===== config.mk =====
export PLATFORM = sky130hd
export DESIGN_NAME = sparse_io_xlate
export DESIGN_NICKNAME = d
export VERILOG_FILES = /design/src/rtl/sxl_pkg.sv /design/src/rtl/sxl_addr_fold.sv /design/src/rtl/sxl_lane_swap.sv /design/src/rtl/sxl_map_reg.sv /design/src/rtl/sparse_io_xlate.sv
export SDC_FILE = /design/constraint.sdc
export NUM_CORES = 1
export LEC_CHECK = 0
export BUFFER_PORTS_ARGS = -buffer_cell sky130_fd_sc_hd__buf_2
export CAP_MARGIN = 20
export CORE_ASPECT_RATIO = 1.4
export CORE_MARGIN = 8
export CORE_UTILIZATION = 40
export CTS_BUF_LIST = sky130_fd_sc_hd__clkbuf_4 sky130_fd_sc_hd__clkbuf_8
export DETAILED_ROUTE_END_ITERATION = 8
export PLACE_DENSITY = 0.63
export SLEW_MARGIN = 20
export SYNTH_ARGS = -nofsm -noshare
export SYNTH_HDL_FRONTEND = slang
export SYNTH_HIERARCHICAL = 1
export SYNTH_SLANG_ARGS = --single-unit

===== constraint.sdc =====
create_clock -name clk -period 6.4 [get_ports clk]
set_input_delay 0.64 -clock clk [delete_from_list [all_inputs] [get_ports clk]]
set_output_delay 0.64 -clock clk [all_outputs]
set_load 0.03 [all_outputs]

===== src/rtl/sxl_pkg.sv =====
// Shared types for the sparse I/O translator.
// Assumes processor transfers are at most four bytes wide.
package sxl_pkg;

    // Processor-side transfer size code
    typedef enum logic [1:0] {
        SZ_BYTE = 2'd0,
        SZ_HALF = 2'd1,
        SZ_WORD = 2'd2,
        SZ_BAD  = 2'd3
    } xfer_size_e;

    // Transaction sequencer states
    typedef enum logic [1:0] {
        ST_IDLE = 2'd0,
        ST_WAIT = 2'd1,
        ST_RESP = 2'd2
    } seq_state_e;

    // Byte count of a size code; zero for the illegal code
    function automatic logic [2:0] size_bytes(xfer_size_e s);
        case (s)
            SZ_BYTE: size_bytes = 3'd1;
            SZ_HALF: size_bytes = 3'd2;
            SZ_WORD: size_bytes = 3'd4;
            default: size_bytes = 3'd0;
        endcase
    endfunction

endpackage


===== src/rtl/sxl_addr_fold.sv =====
// Aperture check and address folding.
// The window is aligned to its own size (WIN_BASE has zeros below WIN_BITS).
// sparse=0: port = low FLAT_BITS of the offset.
// sparse=1: port = {offset >> PAGE_SHIFT, offset[KEEP_BITS-1:0]}.
// Purely combinational.
module sxl_addr_fold #(
    parameter int          ADDR_W     = 32,
    parameter logic [31:0] WIN_BASE   = 32'h8000_0000,
    parameter int          WIN_BITS   = 23,
    parameter int          PORT_W     = 20,
    parameter int          FLAT_BITS  = 16,
    parameter int          PAGE_SHIFT = 12,
    parameter int          KEEP_BITS  = 5
) (
    input  logic [ADDR_W-1:0] addr,
    input  logic              sparse,
    output logic              in_win,
    output logic [PORT_W-1:0] port
);
    localparam int PAGE_W = WIN_BITS - PAGE_SHIFT;
    localparam int FOLD_W = PAGE_W + KEEP_BITS;

    logic [WIN_BITS-1:0] offset;
    logic [PAGE_W-1:0]   page_idx;
    logic [FOLD_W-1:0]   folded;
    logic [PORT_W-1:0]   flat_port;
    logic [PORT_W-1:0]   sparse_port;

    // Split the offset and compare the upper bits against the window base
    always_comb begin
        offset      = addr[WIN_BITS-1:0];
        in_win      = (addr[ADDR_W-1:WIN_BITS] == WIN_BASE[ADDR_W-1:WIN_BITS]);
        page_idx    = offset[WIN_BITS-1:PAGE_SHIFT];
        folded      = {page_idx, offset[KEEP_BITS-1:0]};
        flat_port   = PORT_W'(offset[FLAT_BITS-1:0]);
        sparse_port = PORT_W'(folded);
        port        = sparse ? sparse_port : flat_port;
    end

endmodule


===== src/rtl/sxl_lane_swap.sv =====
// Byte-lane reversal over the low N bytes, where N comes from the size code.
// Lanes at or above N are driven to zero. The illegal size code gives zero.
// The same unit serves write data and read data, because reversal is its own inverse.
module sxl_lane_swap
    import sxl_pkg::*;
#(
    parameter int LANES = 4
) (
    input  logic [LANES*8-1:0] din,
    input  xfer_size_e         size,
    output logic [LANES*8-1:0] dout
);
    // Reverse the active lanes and clear the idle ones
    always_comb begin
        int n;
        n    = int'(size_bytes(size));
        dout = '0;
        for (int i = 0; i < LANES; i++) begin
            if (i < n) begin
                dout[8*i +: 8] = din[8*(n-1-i) +: 8];
            end
        end
    end

endmodule


===== src/rtl/sxl_map_reg.sv =====
// One-bit map-type register: 1 = sparse folding, 0 = flat folding.
// Resets to sparse. Any change shows from the cycle after a write strobe.
module sxl_map_reg (
    input  logic clk,
    input  logic rst_n,
    input  logic wr_en,
    input  logic wr_bit,
    output logic sparse
);
    // Hold the map-type bit
    always_ff @(posedge clk) begin
        if (!rst_n) begin
            sparse <= 1'b1;
        end else if (wr_en) begin
            sparse <= wr_bit;
        end
    end

    // The mode moves only because of a write strobe
    assert_mode_by_write_R4: assert property (@(posedge clk) disable iff (!rst_n)
        !$stable(sparse) |-> $past(wr_en));

endmodule


===== src/rtl/sparse_io_xlate.sv =====
// Translates processor accesses in an I/O aperture into port transactions.
// One transaction at a time. Ports at MAP_PORT and L2_PORT are handled locally.
// Assumes the port side eventually raises io_done for every io_valid.
module sparse_io_xlate
    import sxl_pkg::*;
#(
    parameter int          ADDR_W     = 32,
    parameter int          DATA_W     = 32,
    parameter int          PORT_W     = 20,
    parameter logic [31:0] WIN_BASE   = 32'h8000_0000,
    parameter int          WIN_BITS   = 23,
    parameter int          FLAT_BITS  = 16,
    parameter int          PAGE_SHIFT = 12,
    parameter int          KEEP_BITS  = 5,
    parameter logic [19:0] MAP_PORT   = 20'h00850,
    parameter logic [19:0] L2_PORT    = 20'h00814
) (
    input  logic              clk,
    input  logic              rst_n,
    input  logic              req_valid,
    output logic              req_ready,
    input  logic              req_write,
    input  logic [ADDR_W-1:0] req_addr,
    input  logic [1:0]        req_size,
    input  logic [DATA_W-1:0] req_wdata,
    output logic              rsp_valid,
    output logic              rsp_err,
    output logic [DATA_W-1:0] rsp_rdata,
    output logic              io_valid,
    output logic              io_write,
    output logic [PORT_W-1:0] io_addr,
    output logic [2:0]        io_size,
    output logic [DATA_W-1:0] io_wdata,
    input  logic              io_done,
    input  logic [DATA_W-1:0] io_rdata
);
    localparam int LANES = DATA_W / 8;

    seq_state_e        state;
    xfer_size_e        req_sz;
    xfer_size_e        size_q;
    logic              sparse;
    logic              in_win;
    logic [PORT_W-1:0] port;
    logic              accept;
    logic              bad_req;
    logic              hit_map;
    logic              hit_l2;
    logic              map_wr;
    logic [DATA_W-1:0] wr_swap;
    logic [DATA_W-1:0] rd_in;
    logic [DATA_W-1:0] rd_swap;
    xfer_size_e        rd_size;
    logic              io_write_q;
    logic [PORT_W-1:0] io_addr_q;
    logic [2:0]        io_size_q;
    logic [DATA_W-1:0] io_wdata_q;
    logic [DATA_W-1:0] rsp_rdata_q;
    logic              rsp_err_q;

    sxl_map_reg u_map (
        .clk    (clk),
        .rst_n  (rst_n),
        .wr_en  (map_wr),
        .wr_bit (wr_swap[0]),
        .sparse (sparse)
    );

    sxl_addr_fold #(
        .ADDR_W     (ADDR_W),
        .WIN_BASE   (WIN_BASE),
        .WIN_BITS   (WIN_BITS),
        .PORT_W     (PORT_W),
        .FLAT_BITS  (FLAT_BITS),
        .PAGE_SHIFT (PAGE_SHIFT),
        .KEEP_BITS  (KEEP_BITS)
    ) u_fold (
        .addr   (req_addr),
        .sparse (sparse),
        .in_win (in_win),
        .port   (port)
    );

    sxl_lane_swap #(.LANES(LANES)) u_wr_swap (
        .din  (req_wdata),
        .size (req_sz),
        .dout (wr_swap)
    );

    sxl_lane_swap #(.LANES(LANES)) u_rd_swap (
        .din  (rd_in),
        .size (rd_size),
        .dout (rd_swap)
    );

    // Decode the incoming request and pick the read-swap source
    always_comb begin
        req_sz  = xfer_size_e'(req_size);
        accept  = (state == ST_IDLE) && req_valid;
        bad_req = !in_win || (req_sz == SZ_BAD);
        hit_map = (port == PORT_W'(MAP_PORT));
        hit_l2  = (port == PORT_W'(L2_PORT));
        map_wr  = accept && !bad_req && hit_map && req_write;
        rd_in   = (state == ST_WAIT) ? io_rdata : DATA_W'(sparse);
        rd_size = (state == ST_WAIT) ? size_q : req_sz;
    end

    // Sequence one transaction: accept, optionally wait on the port, respond
    always_ff @(posedge clk) begin
        if (!rst_n) begin
            state       <= ST_IDLE;
            size_q      <= SZ_BYTE;
            io_write_q  <= 1'b0;
            io_addr_q   <= '0;
            io_size_q   <= '0;
            io_wdata_q  <= '0;
            rsp_rdata_q <= '0;
            rsp_err_q   <= 1'b0;
        end else begin
            case (state)
                ST_IDLE: begin
                    if (req_valid) begin
                        size_q     <= req_sz;
                        io_write_q <= req_write;
                        if (bad_req) begin
                            rsp_err_q   <= 1'b1;
                            rsp_rdata_q <= '1;
                            state       <= ST_RESP;
                        end else if (hit_map || hit_l2) begin
                            rsp_err_q   <= 1'b0;
                            rsp_rdata_q <= (req_write || hit_l2) ? '0 : rd_swap;
                            state       <= ST_RESP;
                        end else begin
                            rsp_err_q  <= 1'b0;
                            io_addr_q  <= port;
                            io_size_q  <= size_bytes(req_sz);
                            io_wdata_q <= wr_swap;
                            state      <= ST_WAIT;
                        end
                    end
                end
                ST_WAIT: begin
                    if (io_done) begin
                        rsp_rdata_q <= io_write_q ? '0 : rd_swap;
                        state       <= ST_RESP;
                    end
                end
                default: begin
                    state <= ST_IDLE;
                end
            endcase
        end
    end

    // Drive the ports from the sequencer state and holding registers
    always_comb begin
        req_ready = (state == ST_IDLE);
        io_valid  = (state == ST_WAIT);
        io_write  = io_write_q;
        io_addr   = io_addr_q;
        io_size   = io_size_q;
        io_wdata  = io_wdata_q;
        rsp_valid = (state == ST_RESP);
        rsp_err   = rsp_err_q;
        rsp_rdata = rsp_rdata_q;
    end

    assert_busy_not_ready_R9: assert property (@(posedge clk) disable iff (!rst_n)
        io_valid |-> !req_ready);

    assert_io_hold_R9: assert property (@(posedge clk) disable iff (!rst_n)
        (io_valid && !io_done) |=> (io_valid && $stable(io_addr) && $stable(io_wdata)));

    assert_rsp_pulse_R9: assert property (@(posedge clk) disable iff (!rst_n)
        rsp_valid |=> !rsp_valid);

    assert_err_all_ones_R1: assert property (@(posedge clk) disable iff (!rst_n)
        (rsp_valid && rsp_err) |-> (rsp_rdata == '1));

    assert_no_fwd_outside_R1: assert property (@(posedge clk) disable iff (!rst_n)
        (accept && !in_win) |=> !io_valid);

    assert_no_fwd_bad_size_R10: assert property (@(posedge clk) disable iff (!rst_n)
        (accept && (req_sz == SZ_BAD)) |=> (!io_valid && rsp_err));

endmodule


* After elaboration in Yosys (flattened, before gate mapping)
Index checks and enable logic that the tools add are counted.
** Operators by class
- Add/subtract/negate cells :: 8
- Magnitude comparators :: 8
- Equal/unequal tests :: 13
- Shifts and indexed selects :: 8
- Muxes and demuxes :: 26
- Bitwise gates (word level) :: 2
- Reduce and logical (&&, ||, !) cells :: 17
** Operators with widths (number)
- $shiftx 32x32->8 :: 8
- $mux 32 :: 7
- $sub 29x3->29 const B :: 4
- $mux 8 :: 8
- $pmux 32 s2 :: 1
- $sub 29x2->29 const B :: 2
- $eq 20x12->1 const B :: 2
- $pmux 3 s3 :: 2
- $mux 16 :: 1
- $lt 1x3->1 const A :: 4
- $lt 2x3->1 const A :: 4
- $mux 2 :: 5
- $eq 9x9->1 const B :: 1
- $eq 2x2->1 const B :: 4
- $reduce_and 4->1 :: 2
- $sub 3x1->4 const B :: 2
- $eq 2x1->1 const B :: 3
- $logic_not 2->1 :: 3
- $logic_and 1x1->1 :: 4
- $pmux 2 s2 :: 1
- $reduce_and 2->1 :: 2
- $logic_or 1x1->1 :: 3
- $ne 3x1->1 const B :: 1
- $logic_not 1->1 :: 2
- 5 further kinds :: 6
** Word-level totals
- Register bits :: 94
- Input port bits :: 103
- Output and inout port bits :: 92
- Logic and storage cells :: 91

* Logic depth before layout (Yosys ltp)
Gate-level depths: netlist (run 1).
- Depth in word-level cells :: 13
- Mapped depth :: 11
- Mapped depth without buffers :: 8

* Cells and area by module
Netlist (run 1), hierarchy kept.
** Modules (own cells, without submodules)
- sparse_io_xlate :: instances 1, cells each 505, area an instance 4428.0 sq um, seq. area each 1861.8 sq um
- sxl_lane_swap :: instances 2, cells each 106, area an instance 883.3 sq um, seq. area each 0.0 sq um
- sxl_addr_fold :: instances 1, cells each 25, area an instance 265.3 sq um, seq. area each 0.0 sq um
- sxl_map_reg :: instances 1, cells each 3, area an instance 33.8 sq um, seq. area each 20.0 sq um

* Worst setup path after synthesis (run 1)
OpenSTA, ideal clock, no wires.
- Path kind :: register to register
- From :: reg state[0]
- To :: reg rsp_rdata_q[0], in the netlist rsp_rdata[0]
- Library setup time :: 0.095 ns
- Arrival time :: 2.457 ns
- Data required time :: 6.305 ns
- Path slack :: 3.848 ns
- Stages on the path, launching flop included :: 11
- Path buffers :: 2
- Period minus slack after synthesis :: 2.552 ns
- Cells stage by stage :: dfxtp_1 -> nor2b_1 -> clkbuf_1 -> mux2_2 -> inv_1 -> ha_1 -> or3b_1 -> buf_6 -> o22ai_1 -> nand2_1 -> a221oi_1
** On the way
- Longest elaborated chain between the ends :: 12
- Elaborated cells on any way between the ends :: 24
- Those cells by class :: add/sub: 1; order compare: 1; eq/ne: 6; shift: 1; mux: 11; reduce/logical: 4
** Ends and longest elaborated chain
- start, declared :: RTL line sparse_io_xlate.sv:39 : seq_state_e state;
- start signal, assigned :: RTL line sparse_io_xlate.sv:111 : state <= ST_IDLE;
- start signal, assigned :: RTL line sparse_io_xlate.sv:128 : state <= ST_RESP;
- start signal, assigned :: RTL line sparse_io_xlate.sv:132 : state <= ST_RESP;
- $eq 2x1->1 (*) :: RTL line sparse_io_xlate.sv:105 : rd_size = (state == ST_WAIT) ? size_q : req_sz;
- $mux 2 (*) :: RTL line sparse_io_xlate.sv:105
- via rd_size[0] :: RTL line sparse_io_xlate.sv:53 : xfer_size_e rd_size;
- $eq 2x2->1, or another cell as far along :: RTL line sxl_pkg.sv:22 : case (s)
- $pmux 3 s3 (*) :: RTL line sxl_pkg.sv:22
- $sub 3x1->4 :: RTL line sxl_lane_swap.sv:20 : dout[8*i +: 8] = din[8*(n-1-i) +: 8];
- $shiftx 32x32->8 :: RTL line sxl_lane_swap.sv:20
- $mux 8 (*) :: RTL line sxl_lane_swap.sv:19 : if (i < n) begin
- via rd_swap[0] :: RTL line sparse_io_xlate.sv:52 : logic [DATA_W-1:0] rd_swap;
- $mux 32 :: RTL line sparse_io_xlate.sv:131 : rsp_rdata_q <= (req_write || hit_l2) ? '0 : rd_swap;
- $mux 32 :: RTL line sparse_io_xlate.sv:129 : end else if (hit_map || hit_l2) begin
- $mux 32 :: RTL line sparse_io_xlate.sv:125 : if (bad_req) begin
- $mux 32 :: RTL line sparse_io_xlate.sv:122 : if (req_valid) begin
- $pmux 32 s2 (*) :: RTL line sparse_io_xlate.sv:120 : case (state)
- end signal, assigned :: RTL line sparse_io_xlate.sv:131
- end signal, assigned :: RTL line sparse_io_xlate.sv:144 : rsp_rdata_q <= io_write_q ? '0 : rd_swap;
- end, declared :: RTL line sparse_io_xlate.sv:58 : logic [DATA_W-1:0] rsp_rdata_q;
The timed path passes the listed nets; every way through them passes the cells marked *. The select of a mux whose other input is x is not followed.
A chain may end at the register's enable or synchronous reset.

* Worst setup path in the final report (run 1)
- From :: reg u_map.sparse
- To :: reg io_wdata_q[11], in the netlist io_wdata[11]
** On the way
- Longest elaborated chain between the ends :: 5
- Elaborated cells on any way between the ends :: 6
- Those cells by class :: eq/ne: 2; mux: 1; bitwise: 1; reduce/logical: 2
** Ends and longest elaborated chain
- start, declared :: RTL line sxl_map_reg.sv:8 : output logic sparse
- start signal, assigned :: RTL line sxl_map_reg.sv:15 : sparse <= wr_bit;
- $mux 16 (*) :: RTL line sxl_addr_fold.sv:37 : port = sparse ? sparse_port : flat_port;
- via port[5] :: RTL line sparse_io_xlate.sv:44 : logic [PORT_W-1:0] port;
- $eq 20x12->1 (on tied branches) :: RTL line sparse_io_xlate.sv:101, sparse_io_xlate.sv:102
- $logic_or 1x1->1 (*) :: RTL line sparse_io_xlate.sv:129
- $not 1->1 (no line) (*)
- $reduce_and 4->1 (no line) (*)
- end signal, assigned :: RTL line sparse_io_xlate.sv:137 : io_wdata_q <= wr_swap;
- end, declared :: RTL line sparse_io_xlate.sv:57 : logic [DATA_W-1:0] io_wdata_q;
The timed path passes the listed nets; every way through them passes the cells marked *.

==> results of run 1 <==
## registers in the layout, indices dropped and copies added (netlist names), 2 cells and up
name and cells:
size_q 2, state 2, io_wdata 32, io_addr 20, io_size 3, rsp_rdata 32
## cell usage in the layout (no fill, tap or decap), types with 3 or more instances in the layout
cell,synthesis,routed
buf_2,8,193
mux2i_1,155,155
nand2_1,148,148
dfxtp_1,94,94
o22ai_1,64,64
inv_1,36,36
o21ai_0,33,33
and2_1,32,32
a221oi_2,28,28
ha_1,14,12
mux2_4,10,10
clkbuf_8,0,9
buf_4,19,7
nor2_1,7,6
mux2_2,5,5
nor2b_1,7,5
nor4_1,5,5
nand2b_1,4,4
a221oi_1,4,4
nand3b_1,4,4
conb_1,1,4
nand3_1,3,3
or4_1,3,3
clkinvlp_4,0,3
## cells in the mapped netlist, types with 5 or more instances
master / count / area (µm²)
nor2b_1: 7 / 43.8
o21ai_0: 33 / 165
mux2i_1: 155 / 1550
nor2_1: 7 / 26.3
buf_6: 11 / 124
mux2_2: 5 / 56.3
a221oi_2: 28 / 420
mux2_4: 10 / 150
buf_4: 19 / 143
and2_1: 32 / 200
dfxtp_1: 94 / 1880
ha_1: 14 / 175
inv_1: 36 / 135
clkbuf_1: 28 / 105
buf_2: 8 / 40.0
nor4_1: 5 / 31.3
o22ai_1: 64 / 400
nand2_1: 148 / 556
## routing by layer
metal  up-vias  track usage
li1       2920            -
met1      2720        0.216
met2       218        0.313
met3        31       0.0409
met4         2       0.0820
met5         -            0
## metrics by stage
stage | cells | instance area [µm²] | power (W) | util
2_1_floorplan | 748 | 6500 | 0.000803 | -
5_1_grt | 1093 | 7560 | 0.00132 | 0.472
6_report | 1093 | 7560 | 0.00125 | 0.472
3_3_place_gp | 1077 | 7380 | 0.000885 | 0.460
3_5_place_dp | 1077 | 7380 | 0.000887 | 0.460
4_1_cts | 1093 | 7560 | 0.00128 | 0.471
## cell type report
cell class                 instances  area [µm²]
fill                            1626        8470
multi-input combinational        548        4100
sequential                        94        1880
timing repair buffer             200        1020
tap                              199         249
inverter                          36         135
clock buffer                       9         124
clock inverter                     7        56.3
## worst reg2reg max path, cell delays in order, from the launching register on
cell and delay (ns):
dfxtp_1 0.83, mux2_2 0.45, or4_1 0.55, nor4_2 0.26, and3_1 0.33, nor2b_4 0.06, buf_4 0.39, mux2i_1 0.28
## power groups by stage
stage,Combinational [W],Clock (W),Sequential [W]
global route,0.000279,0.000425,0.000621
floorplan,0.000142,0,0.000661
detailed placement,0.000257,0,0.000630
global placement,0.000254,0,0.000631
finish,0.000257,0.000380,0.000617
CTS,0.000258,0.000402,0.000617
## worst paths after layout
check / to / slack, ns / cells past startpoint
worst max register to register: io_wdata[11]$_SDFFE_PN0P_ / 3.11 / 7
worst min register to register: io_addr[11]$_SDFFE_PN0P_ / 0.46 / 2
worst max-delay path: io_wdata[11]$_SDFFE_PN0P_ / 3.11 / 7
worst min-delay path: io_addr[11]$_SDFFE_PN0P_ / 0.46 / 2
## logic make-up (layout without fill, tap and decap cells)
family,after synthesis,count (layout)
AO/OA/AOI/OAI,134,134
other,1,4
adder cells (fa/ha/maj),14,14
multiplexers,170,170
AND/OR/NAND/NOR,225,225
buffers and inverters,106,252
flip-flops,94,94
XOR/XNOR,1,1
==> flow_summary.json, run 1 <==
{
  "status": "finished clean",
  "swShare": 0.326,
  "p_sw_w": 0.000409,
  "synth-edff-count": 0,
  "p_int_w": 0.000846,
  "ys_async_sr_fraction": 0,
  "syn_area_per_cell_um2": 8.72,
  "hp-class": "flip-flop to flip-flop",
  "max_cap_viol_count": 0,
  "cp-startpoint": "u_map/sparse$_SDFFE_PN1P_",
  "hp-start": "io_addr[11]$_SDFFE_PN0P_",
  "critPathTopFamily": "simple AND/OR/NAND/NOR gates",
  "num_vias": 5891,
  "ioPinCount": 195,
  "rows": 55,
  "grt_pass1_vias": 5810,
  "yosysSeqAreaShare": 0.290,
  "highest_layer": "met5",
  "diodes": 0,
  "muxShareOfSynthArea": 0.271,
  "synth_area_um2": 6490,
  "wl_per_cell_um": 18.1,
  "max-vdd-ir-drop_mv": 0.0949,
  "grt_usage": 0.186,
  "ys_warn_count": 8,
  "htreeDepth": 3,
  "critical_path_peak_fanout": 55,
  "cts_buffers": 9,
  "synth_compound_area_frac": 0.163,
  "rsz0062_at_grt": "no",
  "dr_wl_met2_um": 9580,
  "synth_cells": 745,
  "dr.pass1.iters": 5,
  "initial_utilization": 0.405,
  "antenna_found_initial": 1,
  "cts-root-buf": "clkbuf_8",
  "pre_cts_slack_ns": 2.76,
  "powerDensity_nw_per_um2": 166,
  "synth_top_family_by_area": "multiplexers",
  "wl_met3_um": 1560,
  "tightest_slew_ns": 0.990,
  "cts_setup_buffers": 0,
  "r2r-start": "u_map/sparse$_SDFFE_PN1P_",
  "slew_violations": 0,
  "cp.required_ns": 6.62,
  "dieArea_um2": 20600,
  "path_clk_slew_ns": 0.10,
  "clock.fmax_mhz": 304,
  "setup_tns_ns": 0,
  "cp_data_arrival_time_ns": 3.51,
  "end_kind": "flip-flop",
  "clock-sinks": 94,
  "clock_latency_ns": 0.38,
  "hold_viol_final": 0,
  "power.share.clock": 0.303,
  "overflow": 0,
  "cp-start-kind": "flip-flop",
  "ys_ff_latch": 94,
  "port_buffers": 194,
  "cts_hold_buf": 0,
  "finClkSkew_ns": 0.0114,
  "grt_max_degree": 87,
  "routed_via_density": 5.39,
  "ys.flop_type": "dfxtp_1",
  "place_congestion": 0.864,
  "coreArea_um2": 16000,
  "area_growth_pct": 16.5,
  "cp_cell_sequence": "mux2_2, or4_1, nor4_2, and3_1, nor2b_4, buf_4, mux2i_1",
  "max_stage_delay_ns": 0.83,
  "finalSetupViolCount": 0,
  "synth_fa_ha_area_frac": 0.0270,
  "first_iter_violations": 257,
  "grt_pass1_wl_um": 30400,
  "m1WireLength_um": 8110,
  "die_height_um": 167,
  "slew_headroom": 0.340,
  "seq_power_share": 0.492,
  "routed_wl_um": 19800,
  "synth_cell_types": 39,
  "ctsResizeCount": 0,
  "crit_slowest_cell": "dfxtp_1",
  "p_leak_nw": 3.17,
  "power_frac_comb": 0.205,
  "cts_tree": "yes",
  "drc": 0,
  "period_share": 0.514,
  "detail-route-antenna-nets": 0,
  "path_buf_inv": 1,
  "critPathKind": "flip-flop to flip-flop",
  "fin_crit_ns": 3.29,
  "clock_path_buffers": 2,
  "yosys.area_share.simple": 0.161,
  "drive_above_1_share": 0.300,
  "num-nets-final": 1006,
  "setup_slack_ns": 3.11,
  "whs_ns": 0.458,
  "detailed_place_hpwl_um": 14700,
  "synth-xor-area-share": 0.00135,
  "die_w_um": 124
}
No activity file was read; power rests on OpenSTA's default activity.
==> run 2, diff against run 1 <==
PLACE_DENSITY = 0.65   (was 0.63)
clock period = 2.8 ns   (was 6.4 ns; I/O delays follow)
==> flow_summary.json, run 2 (synthesis gave the netlist of run 1 again) <==
{
  "fin_crit_ns": 2.63,
  "drive_above_1_share": 0.314,
  "slew_violations": 0,
  "wl_per_cell_um": 17.9,
  "cts-root-buf": "clkbuf_8",
  "end_kind": "flip-flop",
  "finalSetupViolCount": 0,
  "path_clk_slew_ns": 0.11,
  "hp-class": "primary input to flip-flop",
  "dieArea_um2": 20600,
  "whs_ns": 0.162,
  "final_cell_mix": "193 x buf_2, 155 x mux2i_1, 148 x nand2_1",
  "clock-sinks": 94,
  "cts_setup_buffers": 0,
  "final_cells": 1110,
  "dp.cells": 1094,
  "max_stage_delay_ns": 0.52,
  "clock_path_buffers": 2,
  "status": "finished clean",
  "coreArea_um2": 16000,
  "place_congestion": 0.873,
  "clock_latency_ns": 0.37,
  "rows": 55,
  "grt_pass1_vias": 5860,
  "grt_max_degree": 70,
  "max-vdd-ir-drop_mv": 0.244,
  "routed_via_density": 5.43,
  "dr.pass1.iters": 5,
  "critPathTopFamily": "simple AND/OR/NAND/NOR gates",
  "antenna_found_initial": 1,
  "htreeDepth": 3,
  "cp_cell_sequence": "nor2b_2, mux2_2, inv_1, ha_1, or3b_1, o22ai_1, nand2_1, a221oi_2",
  "max_cap_viol_count": 0,
  "p_leak_nw": 3.30,
  "grt_usage": 0.185,
  "ioPinCount": 195,
  "critical_path_peak_fanout": 8,
  "overflow": 0,
  "die_height_um": 167,
  "final_common_cell": "buf_2",
  "crit_slowest_cell": "or3b_1",
  "finClkSkew_ns": 0.0118,
  "detail-route-antenna-nets": 0,
  "path_buf_inv": 1,
  "cp_data_arrival_time_ns": 2.91,
  "clock.fmax_mhz": 380,
  "critPathKind": "flip-flop to flip-flop",
  "num-nets-final": 1023,
  "post_dp_cell_area_um2": 7620,
  "initial_utilization": 0.405,
  "rsz0062_at_grt": "no",
  "diodes": 0,
  "die_w_um": 124,
  "period_share": 0.939,
  "area_growth_pct": 20.6,
  "hold_viol_final": 0,
  "slew_headroom": 0.524,
  "tightest_slew_ns": 0.712,
  "stdcell_area_um2": 7830,
  "cts_buffers": 9,
  "grt_pass1_wl_um": 30400,
  "setup_tns_ns": 0,
  "fillers": 1562,
  "port_buffers": 194,
  "routed_wl_um": 19900,
  "num_vias": 6027,
  "drc": 0,
  "detailed_place_hpwl_um": 14900,
  "cts_tree": "yes",
  "first_iter_violations": 399,
  "powerDensity_nw_per_um2": 384,
  "cp.required_ns": 3.08,
  "cp-start-kind": "flip-flop"
}
run 2: cell types whose count changed in the layout (fill, tap and decap cells not counted), sizes merged:
| cell | change |
|---|---|
| clkinvlp | -3 |
| clkinv | +1 |
| inv | +1 |
| buf | +17 |
| bufinv | +1 |
run 2: stage by stage:
stage | util | power [W] | setup WS, ns
floorplan | - | 0.00184 | 0.248
global route | 0.488 | 0.00315 | 0.00546
CTS | 0.488 | 0.00303 | 0.113
detailed placement | 0.475 | 0.00204 | 0.136
global placement | 0.475 | 0.00203 | 0.193
finish | 0.488 | 0.00300 | 0.170
run 2: timing repair:
item                       4_1_cts  5_1_grt
setup endpoints to repair        0       25
hold buffers                     0        0
resized for setup                0        1
run 2: report_power, final:
| part | total, W | internal [W] | switching [W] |
|---|---|---|---|
| Clock | 0.000993 | 0.000434 | 0.000559 |
| Sequential | 0.00141 | 0.00138 | 0.0000312 |
| Combinational | 0.000601 | 0.000234 | 0.000367 |
run 2: worst reg2reg max path: cells and delay by family, from the launching register on:
family,cells,cell delay [ns]
AND/OR/NAND/NOR,3,0.83
AO/OA/AOI/OAI,2,0.56
multiplexers,1,0.41
flip-flops,1,0.36
adder cells (fa/ha/maj),1,0.25
buffers and inverters,1,0.12
run 2: path summary, 6_finish.rpt:
| kind | slack [ns] | endpoint | from | cells after the start |
|---|---|---|---|---|
| worst max register to register | 0.17 | rsp_rdata[6]$_SDFFE_PN0P_ | state[1]$_SDFFE_PN0P_ | 8 |
| worst min register to register | 0.46 | io_size[2]$_SDFFE_PN0P_ | io_size[2]$_SDFFE_PN0P_ | 2 |
| worst min-delay path | 0.16 | io_addr[3]$_SDFFE_PN0P_ | req_addr[3] | 3 |
| worst max-delay path | 0.17 | rsp_rdata[6]$_SDFFE_PN0P_ | state[1]$_SDFFE_PN0P_ | 8 |
run 2: layer usage:
layer  vias up  GRT usage  wire, µm
li1       2956          -         -
met1      2772      0.225      8300
met2       255      0.299      9220
met3        42     0.0393      1650
met4         2     0.0862       681
met5         -          0        15
run 2: area by class of cell:
type	count	area [µm²]	area share
Tap cell	199	249	0.0318
Inverter	36	135	0.0173
Multi-Input combinational cell	548	4090	0.523
Clock buffer	9	124	0.0158
Sequential cell	94	1880	0.240
Clock inverter	7	87.6	0.0112
Timing Repair Buffer	217	1260	0.161
